--- src/rtl/rtc_pkg.sv ---
package rtc_pkg;

  typedef enum logic [1:0] {
    IO_CTRL = 2'd0,
    IO_SKIP = 2'd1,
    IO_OUT  = 2'd2,
    IO_IN   = 2'd3
  } io_op_e;

  localparam logic [5:0] FN_CLK_RUN    = 6'o00;
  localparam logic [5:0] FN_CLK_HALT   = 6'o02;
  localparam logic [5:0] FN_Q_NOREQ    = 6'o00;
  localparam logic [5:0] FN_Q_PAR_OK   = 6'o02;
  localparam logic [5:0] FN_Q_PAR_BAD  = 6'o12;
  localparam logic [5:0] FN_LD_MASK    = 6'o00;
  localparam logic [5:0] FN_LD_KEYS    = 6'o10;

  typedef struct packed {
    logic run;
    logic halt;
    logic q_noreq;
    logic q_par_ok;
    logic q_par_bad;
    logic ld_mask;
    logic ld_keys;
    logic illegal;
  } io_cmd_t;

endpackage

--- src/rtl/rtc_io_decode.sv ---
module rtc_io_decode
  import rtc_pkg::*;
(
  input  logic       valid,
  input  logic [1:0] op,
  input  logic [5:0] fn,
  output io_cmd_t    cmd
);

  always_comb begin
    cmd = '0;
    if (valid) begin
      case (io_op_e'(op))
        IO_CTRL: begin
          if (fn == FN_CLK_RUN)       cmd.run  = 1'b1;
          else if (fn == FN_CLK_HALT) cmd.halt = 1'b1;
          else                        cmd.illegal = 1'b1;
        end
        IO_SKIP: begin
          if (fn == FN_Q_NOREQ)        cmd.q_noreq   = 1'b1;
          else if (fn == FN_Q_PAR_OK)  cmd.q_par_ok  = 1'b1;
          else if (fn == FN_Q_PAR_BAD) cmd.q_par_bad = 1'b1;
          else                         cmd.illegal   = 1'b1;
        end
        IO_OUT: begin
          if (fn == FN_LD_MASK)      cmd.ld_mask = 1'b1;
          else if (fn == FN_LD_KEYS) cmd.ld_keys = 1'b1;
          else                       cmd.illegal = 1'b1;
        end
        default: cmd.illegal = 1'b1;
      endcase
    end
  end

endmodule

--- src/rtl/rtc_tick_div.sv ---
module rtc_tick_div #(
  parameter int unsigned LIM_A = 833333,
  parameter int unsigned LIM_B = 1000000
) (
  input  logic clk,
  input  logic rst,
  input  logic run,
  input  logic restart,
  input  logic sel_b,
  output logic tick
);

  localparam int unsigned LIM_MAX = (LIM_A > LIM_B) ? LIM_A : LIM_B;
  localparam int DW = $clog2(LIM_MAX + 1);

  logic [DW-1:0] cnt_q;
  logic [DW-1:0] last;

  assign last = sel_b ? DW'(LIM_B - 1) : DW'(LIM_A - 1);
  // >= keeps the period bounded if the rate changes mid-period
  assign tick = run && (cnt_q >= last);

  always_ff @(posedge clk) begin
    if (rst || restart) begin
      cnt_q <= '0;
    end else if (run) begin
      if (tick) cnt_q <= '0;
      else      cnt_q <= cnt_q + 1'b1;
    end
  end

endmodule

--- src/rtl/rtc_tick_count.sv ---
module rtc_tick_count #(
  parameter int CNT_W = 16
) (
  input  logic             clk,
  input  logic             rst,
  input  logic             tick,
  output logic [CNT_W-1:0] count,
  output logic             wrap
);

  logic [CNT_W-1:0] count_q;

  assign count = count_q;
  assign wrap  = tick && (count_q == '1);

  always_ff @(posedge clk) begin
    if (rst)       count_q <= '0;
    else if (tick) count_q <= count_q + 1'b1;
  end

endmodule

--- src/rtl/rtc_cpu_keys.sv ---
module rtc_cpu_keys #(
  parameter int SC_W = 5
) (
  input  logic            clk,
  input  logic            rst,
  input  logic            load,
  input  logic            d_carry,
  input  logic            d_dp,
  input  logic            d_ext,
  input  logic [SC_W-1:0] d_shift,
  input  logic            dp_present,
  input  logic            ext_present,
  input  logic            boundary,
  output logic            carry,
  output logic            dp,
  output logic            ext,
  output logic [SC_W-1:0] shift
);

  logic ext_clr_pend;

  always_ff @(posedge clk) begin
    if (rst) begin
      carry        <= 1'b0;
      dp           <= 1'b0;
      ext          <= 1'b0;
      ext_clr_pend <= 1'b0;
      shift        <= '0;
    end else if (load) begin
      carry <= d_carry;
      shift <= d_shift;
      if (dp_present) dp <= d_dp;
      if (ext_present) begin
        if (d_ext) begin
          ext          <= 1'b1;
          ext_clr_pend <= 1'b0;
        end else begin
          ext_clr_pend <= 1'b1;
        end
      end
    end else if (boundary && ext_clr_pend) begin
      ext          <= 1'b0;
      ext_clr_pend <= 1'b0;
    end
  end

endmodule

--- src/rtl/rtc_optport.sv ---
module rtc_optport
  import rtc_pkg::*;
#(
  parameter int          CNT_W   = 16,
  parameter int          DATA_W  = 16,
  parameter int          CLK_BIT = 3,
  parameter int unsigned LIM_60  = 833333,
  parameter int unsigned LIM_50  = 1000000
) (
  input  logic              clk,
  input  logic              rst,
  input  logic              io_valid,
  input  logic [1:0]        io_op,
  input  logic [5:0]        io_fn,
  input  logic [DATA_W-1:0] io_data,
  input  logic              rate_50,
  input  logic              parity_err,
  input  logic              dp_present,
  input  logic              ext_present,
  input  logic              insn_boundary,
  output logic              skip,
  output logic              bad_fn,
  output logic [DATA_W-1:0] int_mask,
  output logic              clk_running,
  output logic              clk_ready,
  output logic              clk_irq,
  output logic [CNT_W-1:0]  tick_count,
  output logic              carry_key,
  output logic              dp_key,
  output logic              ext_mode,
  output logic [4:0]        shift_cnt
);

  localparam int SC_W = 5;

  io_cmd_t cmd;
  logic    run_q, ready_q, skip_q, bad_q;
  logic [DATA_W-1:0] mask_q;
  logic    tick, wrap, restart, irq_req;

  rtc_io_decode u_dec (
    .valid (io_valid),
    .op    (io_op),
    .fn    (io_fn),
    .cmd   (cmd)
  );

  assign restart = cmd.run && !run_q;

  rtc_tick_div #(.LIM_A(LIM_60), .LIM_B(LIM_50)) u_div (
    .clk     (clk),
    .rst     (rst),
    .run     (run_q),
    .restart (restart),
    .sel_b   (rate_50),
    .tick    (tick)
  );

  rtc_tick_count #(.CNT_W(CNT_W)) u_cnt (
    .clk   (clk),
    .rst   (rst),
    .tick  (tick),
    .count (tick_count),
    .wrap  (wrap)
  );

  rtc_cpu_keys #(.SC_W(SC_W)) u_keys (
    .clk         (clk),
    .rst         (rst),
    .load        (cmd.ld_keys),
    .d_carry     (io_data[15]),
    .d_dp        (io_data[14]),
    .d_ext       (io_data[13]),
    .d_shift     (io_data[SC_W-1:0]),
    .dp_present  (dp_present),
    .ext_present (ext_present),
    .boundary    (insn_boundary),
    .carry       (carry_key),
    .dp          (dp_key),
    .ext         (ext_mode),
    .shift       (shift_cnt)
  );

  assign irq_req = ready_q && mask_q[CLK_BIT];

  always_ff @(posedge clk) begin
    if (rst) begin
      run_q   <= 1'b0;
      ready_q <= 1'b0;
      mask_q  <= '0;
      skip_q  <= 1'b0;
      bad_q   <= 1'b0;
    end else begin
      if (cmd.halt)     run_q <= 1'b0;
      else if (cmd.run) run_q <= 1'b1;

      // a wrap in the same cycle as a clearing command wins
      if (wrap)                      ready_q <= 1'b1;
      else if (cmd.run || cmd.halt)  ready_q <= 1'b0;

      if (cmd.ld_mask) mask_q <= io_data;

      skip_q <= (cmd.q_noreq   && !irq_req)
             || (cmd.q_par_ok  && !parity_err)
             || (cmd.q_par_bad &&  parity_err);
      bad_q  <= cmd.illegal;
    end
  end

  assign skip        = skip_q;
  assign bad_fn      = bad_q;
  assign int_mask    = mask_q;
  assign clk_running = run_q;
  assign clk_ready   = ready_q;
  assign clk_irq     = irq_req;

endmodule

--- config.mk ---
export PLATFORM = sky130hd
export DESIGN_NAME = rtc_optport
export DESIGN_NICKNAME = d
export VERILOG_FILES = /design/src/rtl/rtc_pkg.sv /design/src/rtl/rtc_io_decode.sv /design/src/rtl/rtc_tick_div.sv /design/src/rtl/rtc_tick_count.sv /design/src/rtl/rtc_cpu_keys.sv /design/src/rtl/rtc_optport.sv
export SDC_FILE = /design/constraint.sdc
export NUM_CORES = 1
export LEC_CHECK = 0
export BUFFER_PORTS_ARGS = -buffer_cell sky130_fd_sc_hd__clkbuf_2
export CAP_MARGIN = 20
export CELL_PAD_IN_SITES_DETAIL_PLACEMENT = 2
export CELL_PAD_IN_SITES_GLOBAL_PLACEMENT = 2
export CORE_ASPECT_RATIO = 1.4
export CORE_MARGIN = 8
export CORE_UTILIZATION = 31
export CTS_BUF_LIST = sky130_fd_sc_hd__clkbuf_4 sky130_fd_sc_hd__clkbuf_8 sky130_fd_sc_hd__clkbuf_16
export CTS_CLUSTER_SIZE = 30
export DETAILED_ROUTE_END_ITERATION = 12
export PLACE_DENSITY_LB_ADDON = 0.12
export SETUP_SLACK_MARGIN = 0.1
export SYNTH_ARGS = -nofsm -noshare
export SYNTH_HDL_FRONTEND = slang
export SYNTH_SLANG_ARGS = --single-unit
--- constraint.sdc ---
create_clock -name clk -period 2.7 [get_ports clk]
set_input_delay 0.54 -clock clk [delete_from_list [all_inputs] [get_ports clk]]
set_output_delay 0.54 -clock clk [all_outputs]
set_load 0.05 [all_outputs]
# Word level (Yosys, flattened, before mapping)
# Index checks and enable logic that the tools add are counted.
[totals]
inputBits = 32
out_inout_bits = 45
regBits = 65
wordCells = 78
[op_classes]
addsub = 2
n_mux = 30
bitwise_logic = 1
n_eq_ne = 8
reduce_logical = 24
n_lt_le_gt_ge = 1
[ops]
columns = ["op", "count"]
rows = [
  ["two-way mux 1 bit", 21],
  ["adder 20 x 1 -> 20 bit (second input constant)", 1],
  [">= comparator 20 bit", 1],
  ["two-way mux 20 bit", 1],
  ["two-way mux 18 bit", 1],
  ["adder 16 x 1 -> 16 bit (second input constant)", 1],
  ["== test 16 bit (second input constant)", 1],
  ["== test 6 x 4 -> 1 bit (second input constant)", 2],
  ["logical AND 1 bit", 8],
  ["two-way mux 2 bit", 4],
  ["two-way mux 8 bit", 1],
  ["== test 6 x 2 -> 1 bit (second input constant)", 1],
  ["zero test 6 bit", 1],
  ["logical OR 1 bit", 4],
  ["!= test 2 bit (second input constant)", 2],
  ["AND reduction 2 bit", 2],
  ["nonzero test 2 bit", 2],
  ["OR reduction 2 bit", 2],
  ["zero test 1 bit", 3],
  ["two-way mux 3 bit", 1],
  ["one-hot mux 1 bit (3 select lines)", 1],
  ["AND reduction 3 bit", 1],
  ["== test 2 x 1 -> 1 bit (second input constant)", 1],
  ["== test 2 bit (second input constant)", 1],
  ["other kinds (2)", 2],
]

# Longest topological paths before layout
[logic_depth]
ltp_word = 9
mapped_depth = 9
mapped_depth_nobuf = 7

# By module
# A second synthesis with hierarchy kept.
[hier_totals]
cells_unflattened = 341
area_unflattened_um2 = 3163.0
[modules_own_cells]
columns = ["module", "area_each_um2", "seq_area_each_um2", "n_inst", "cells_per_inst"]
rows = [
  ["rtc_tick_div", 1178.6, 400.4, 1, 137],
  ["rtc_tick_count", 767.0, 320.3, 1, 85],
  ["rtc_optport", 734.5, 400.4, 1, 67],
  ["rtc_cpu_keys", 349.1, 180.2, 1, 33],
  ["rtc_io_decode", 133.9, 0.0, 1, 19],
]

# Worst setup path before layout
# Ideal clock, no wire load.
[synth_path]
path_type = "input port to flip-flop"
from = "in rate_50"
to = "reg u_cnt.count_q[10] (netlist: u_cnt.count[10])"
required_ns = 2.578
path_stages = 7
path_buffers = 1
setup_time_ns = 0.122
arrival_ns = 2.043
setup_slack_ns = 0.535
cell_sequence = "ha_1 > a311oi_1 > a2111oi_2 > a31oi_2 > buf_2 > a21oi_1 > a311o_1"
[synth_via]
elab_chain_len = 3
[synth_rtl]
columns = ["item", "line", "source"]
rows = [
  ["start: declaration", "rtc_optport.sv:16", "input logic rate_50,"],
  ["two-way mux 18 bit", "rtc_tick_div.sv:19", "assign last = sel_b ? DW'(LIM_B - 1) : DW'(LIM_A - 1);"],
  [">= comparator 20 bit", "rtc_tick_div.sv:21", "assign tick = run && (cnt_q >= last);"],
  ["logical AND 1 bit", "rtc_tick_div.sv:21", ""],
  ["end signal: assignment", "rtc_tick_count.sv:18", "else if (tick) count_q <= count_q + 1'b1;"],
  ["end: declaration", "rtc_tick_count.sv:11", "logic [CNT_W-1:0] count_q;"],
]
# No other way between the ends.
# A chain may end at the register's enable or synchronous reset.

# Worst setup path in the final report
[layout_path]
from = "in rate_50"
to = "reg u_cnt.count_q[2] (netlist: u_cnt.count[2])"
# Same word-level chain as after synthesis.

==> results.yml <==
synthesis:
  synth_seq_cells: 65
  synth.distinct_cells: 56
  ys_top_cells_by_count: "76 x nand2_1, 65 x dfxtp_1, 39 x a21oi_1"
  synth_edf_count: 0
  synth_top_area_frac: 0.398
  synth.cell_area_sq_um: 3270
  avgSynthCellArea_sq_um: 8.17
  yosysWarnings: 0
  yosysMostFrequentCell: "nand2_1"
  syn_nets: 445
  syn_inst: 400
  yosys_most_used_dff: "dfxtp_1"
  ys_async_sr_fraction: 0
  synth.largest_area_cell: "dfxtp_1"
  ys_seq_area_frac: 0.398
  synth_area_leaders: "dfxtp_1 40%, nand2_1 8.7%, a21oi_1 6.0%, ha_1 5.0%, nor2_1 3.2%"
power:
  p_total_w: 0.00234
  vdd_drop_max_uv: 258
  combPwrFrac: 0.038
  clkPwrFrac: 0.550
  pwr-share-seq: 0.412
  p_sw_frac: 0.209
  p_int_w: 0.00185
  power_switching_w: 0.000489
  p_leak_nw: 1.61
  p_per_area_nw_per_um2: 564
min_path:
  hold_path_class: "in -> reg"
routing:
  avgViaCountPerCell: 5.24
  ant_nets: 0
  drt_iter0_drc: 64
  remaining_drc_errors: 0
  vias: 3250
  wl_per_cell_microns: 17.8
  dr.pass1.iters: 4
  drt-total-wl_microns: 11000
grt:
  grt_pass1_vias: 3523
  overflow: 0
  grt_usage: 0.165
  grt_pass1_wl_microns: 17900
  antenna_found_initial: 0
  grt_max_degree: 38
critical_path:
  critPathRequiredTime_ns: 2.92
  cp_num_buf_inv: 1
  cp.arrival_ns: 2.65
  cpPeakStageDelay_ns: 0.57
  path_cells: "clkbuf_2 -> ha_1 -> a311oi_1 -> a2111oi_2 -> a31oi_2 -> a2111oi_1 -> a211o_1"
  cp_top_family: "compound AO/OA/AOI/OAI gates"
  critPathCaptureType: "register"
  cpMaxStageDelayCell: "a31oi_2"
  critPathKind: "in -> reg"
  start_kind: "input pin"
  crit_fanout: 13
clock_tree:
  clk_path_buf_depth: 2
  cts_buffers: 9
  cts_setup_buffers: 0
  clkLatencyLatePin_ns: 0.33
  clockRootBuffer: "clkbuf_16"
  cts_tree: "built"
  clkTransAtPathRegs_ns: 0.06
  cts.sinks: 65
  htree_levels: 3
sta:
  worst_hold_slack_ns: 0.421
  fin_worst_skew_ns: 0.00530
  finalHoldViolations: 0
  setup_slack_ns: 0.266
  setup_viol: 0
  fin_crit_ns: 2.43
  relSlewSlack: 0.549
  rsz0062_at_grt: "yes"
  tightest_slew_ns: 0.675
  fmax_ghz: 0.411
  finalCritPeriodShare: 0.902
  slew_violations: 0
placed_design:
  dpl_worst_slack_ns: -0.130
  io_buffers: 76
  routabilityCongestion: 0.790
  dp_hpwl_microns: 8330
layout:
  area_delta_synth_final_pct: 26.7
  fin_nets: 522
  regArea_sq_um: 1300
  fin_util: 0.400
  diodes: 0
  n_fill_cell: 1246
  multiInputGateArea_sq_um: 1840
  drive_gt1_frac: 0.239
floorplanning:
  die_x_microns: 103
  die_h_microns: 138
  core_area_sq_um: 10300
  fp-row-count: 44
  start_util: 0.316
  io_pins: 77
  fp.dieArea_sq_um: 14100
job:
  maxCapViolations: 0
run_status:
  status: "finished clean"
==> cell type report <==
type	instances	share of cell area
multi-input cells	307	0.444
clock inverters	5	0.0187
repair buffers	89	0.115
clock buffers	11	0.0610
inverters	5	0.00453
flip-flops and latches	65	0.314
well taps	138	0.0417
==> path summary, 6_finish.rpt <==
kind                    from        endpoint  slack, ns  depth (start not counted)
max reg2reg  u_div.cnt_q[10]  u_cnt.count[2]       0.32                          6
min reg2reg      int_mask[7]     int_mask[7]       0.45                          2
max                  rate_50  u_cnt.count[2]       0.27                          7
min            insn_boundary      u_keys.ext       0.42                          2
==> power groups by stage <==
stage / clock (W) / sequential, W / combinational (W)
3_5_place_dp: 0 / 0.000983 / 0.0000914
3_3_place_gp: 0 / 0.000983 / 0.0000883
4_1_cts: 0.00132 / 0.000962 / 0.0000924
6_report: 0.00129 / 0.000962 / 0.0000898
5_1_grt: 0.00136 / 0.000961 / 0.000100
2_1_floorplan: 0 / 0.000987 / 0.0000381
==> through the flow <==
stage,cells,cell area (sq um),TNS (ns)
floorplan,400,3270,0
global placement,604,3810,0
detailed placement,604,3810,-0.340
CTS,620,4140,0
global route,620,4140,0
finish,620,4140,0
==> cells in the final DEF (no fill, tap or decap), types with 3 or more instances in the layout <==
master and count:
clkbuf_16 9, nor2_1 28, nor3b_1 9, xor2_1 7
nand4_1 12, nand2_1 76, a31o_1 3, a21oi_1 39
dfxtp_1 65, a211oi_1 5, o21ai_0 4, and3_1 10
clkbuf_2 76, inv_1 4, nor2b_1 3, buf_4 13
ha_1 13, xnor2_1 12, or3_1 7, and4_1 3
nand3_1 19, o22ai_1 7, nor3_1 9
==> kinds of logic after synthesis <==
logic type	after synthesis	synth area share
AOI/OAI and AO/OA	82	0.165
xor gates and xnor gates	19	0.0509
adders and majority gates	13	0.0498
buffers and inverters	28	0.0398
DFF	65	0.398
muxes	1	0.00306
and+or+nand+nor	192	0.293
==> worst reg2reg max path, stage by stage (launching register included) <==
cell and delay (ns):
dfxtp_1 0.32, ha_1 0.31, a311oi_1 0.38, a2111oi_2 0.15, a31oi_2 0.57, a2111oi_1 0.23
a211o_1 0.31
==> sequential cells by signal, summed over array words and instances, names as in the netlist <==
signal and flops:
u_div.cnt_q 20, int_mask 16, u_cnt.count 16, skip 1, u_keys.ext 1, bad_fn 1
clk_running 1, u_keys.carry 1, clk_ready 1, u_keys.shift 5, u_keys.dp 1, u_keys.ext_clr_pend 1
==> repair_timing <==
item / in CTS / in global routing
resized for setup: 0 / 2
setup endpoints to repair: 0 / 2
hold buffers: 0 / 0
==> metal layers <==
layer  track usage  share of wire  vias to the layer above
met5             0              0                        -
met4        0.0630          0.014                        0
met3        0.0344          0.044                       10
met2         0.309           0.55                       48
met1         0.174           0.40                     1598
li1              -              -                     1594
Note: power is estimated with default switching activity, not from simulation.
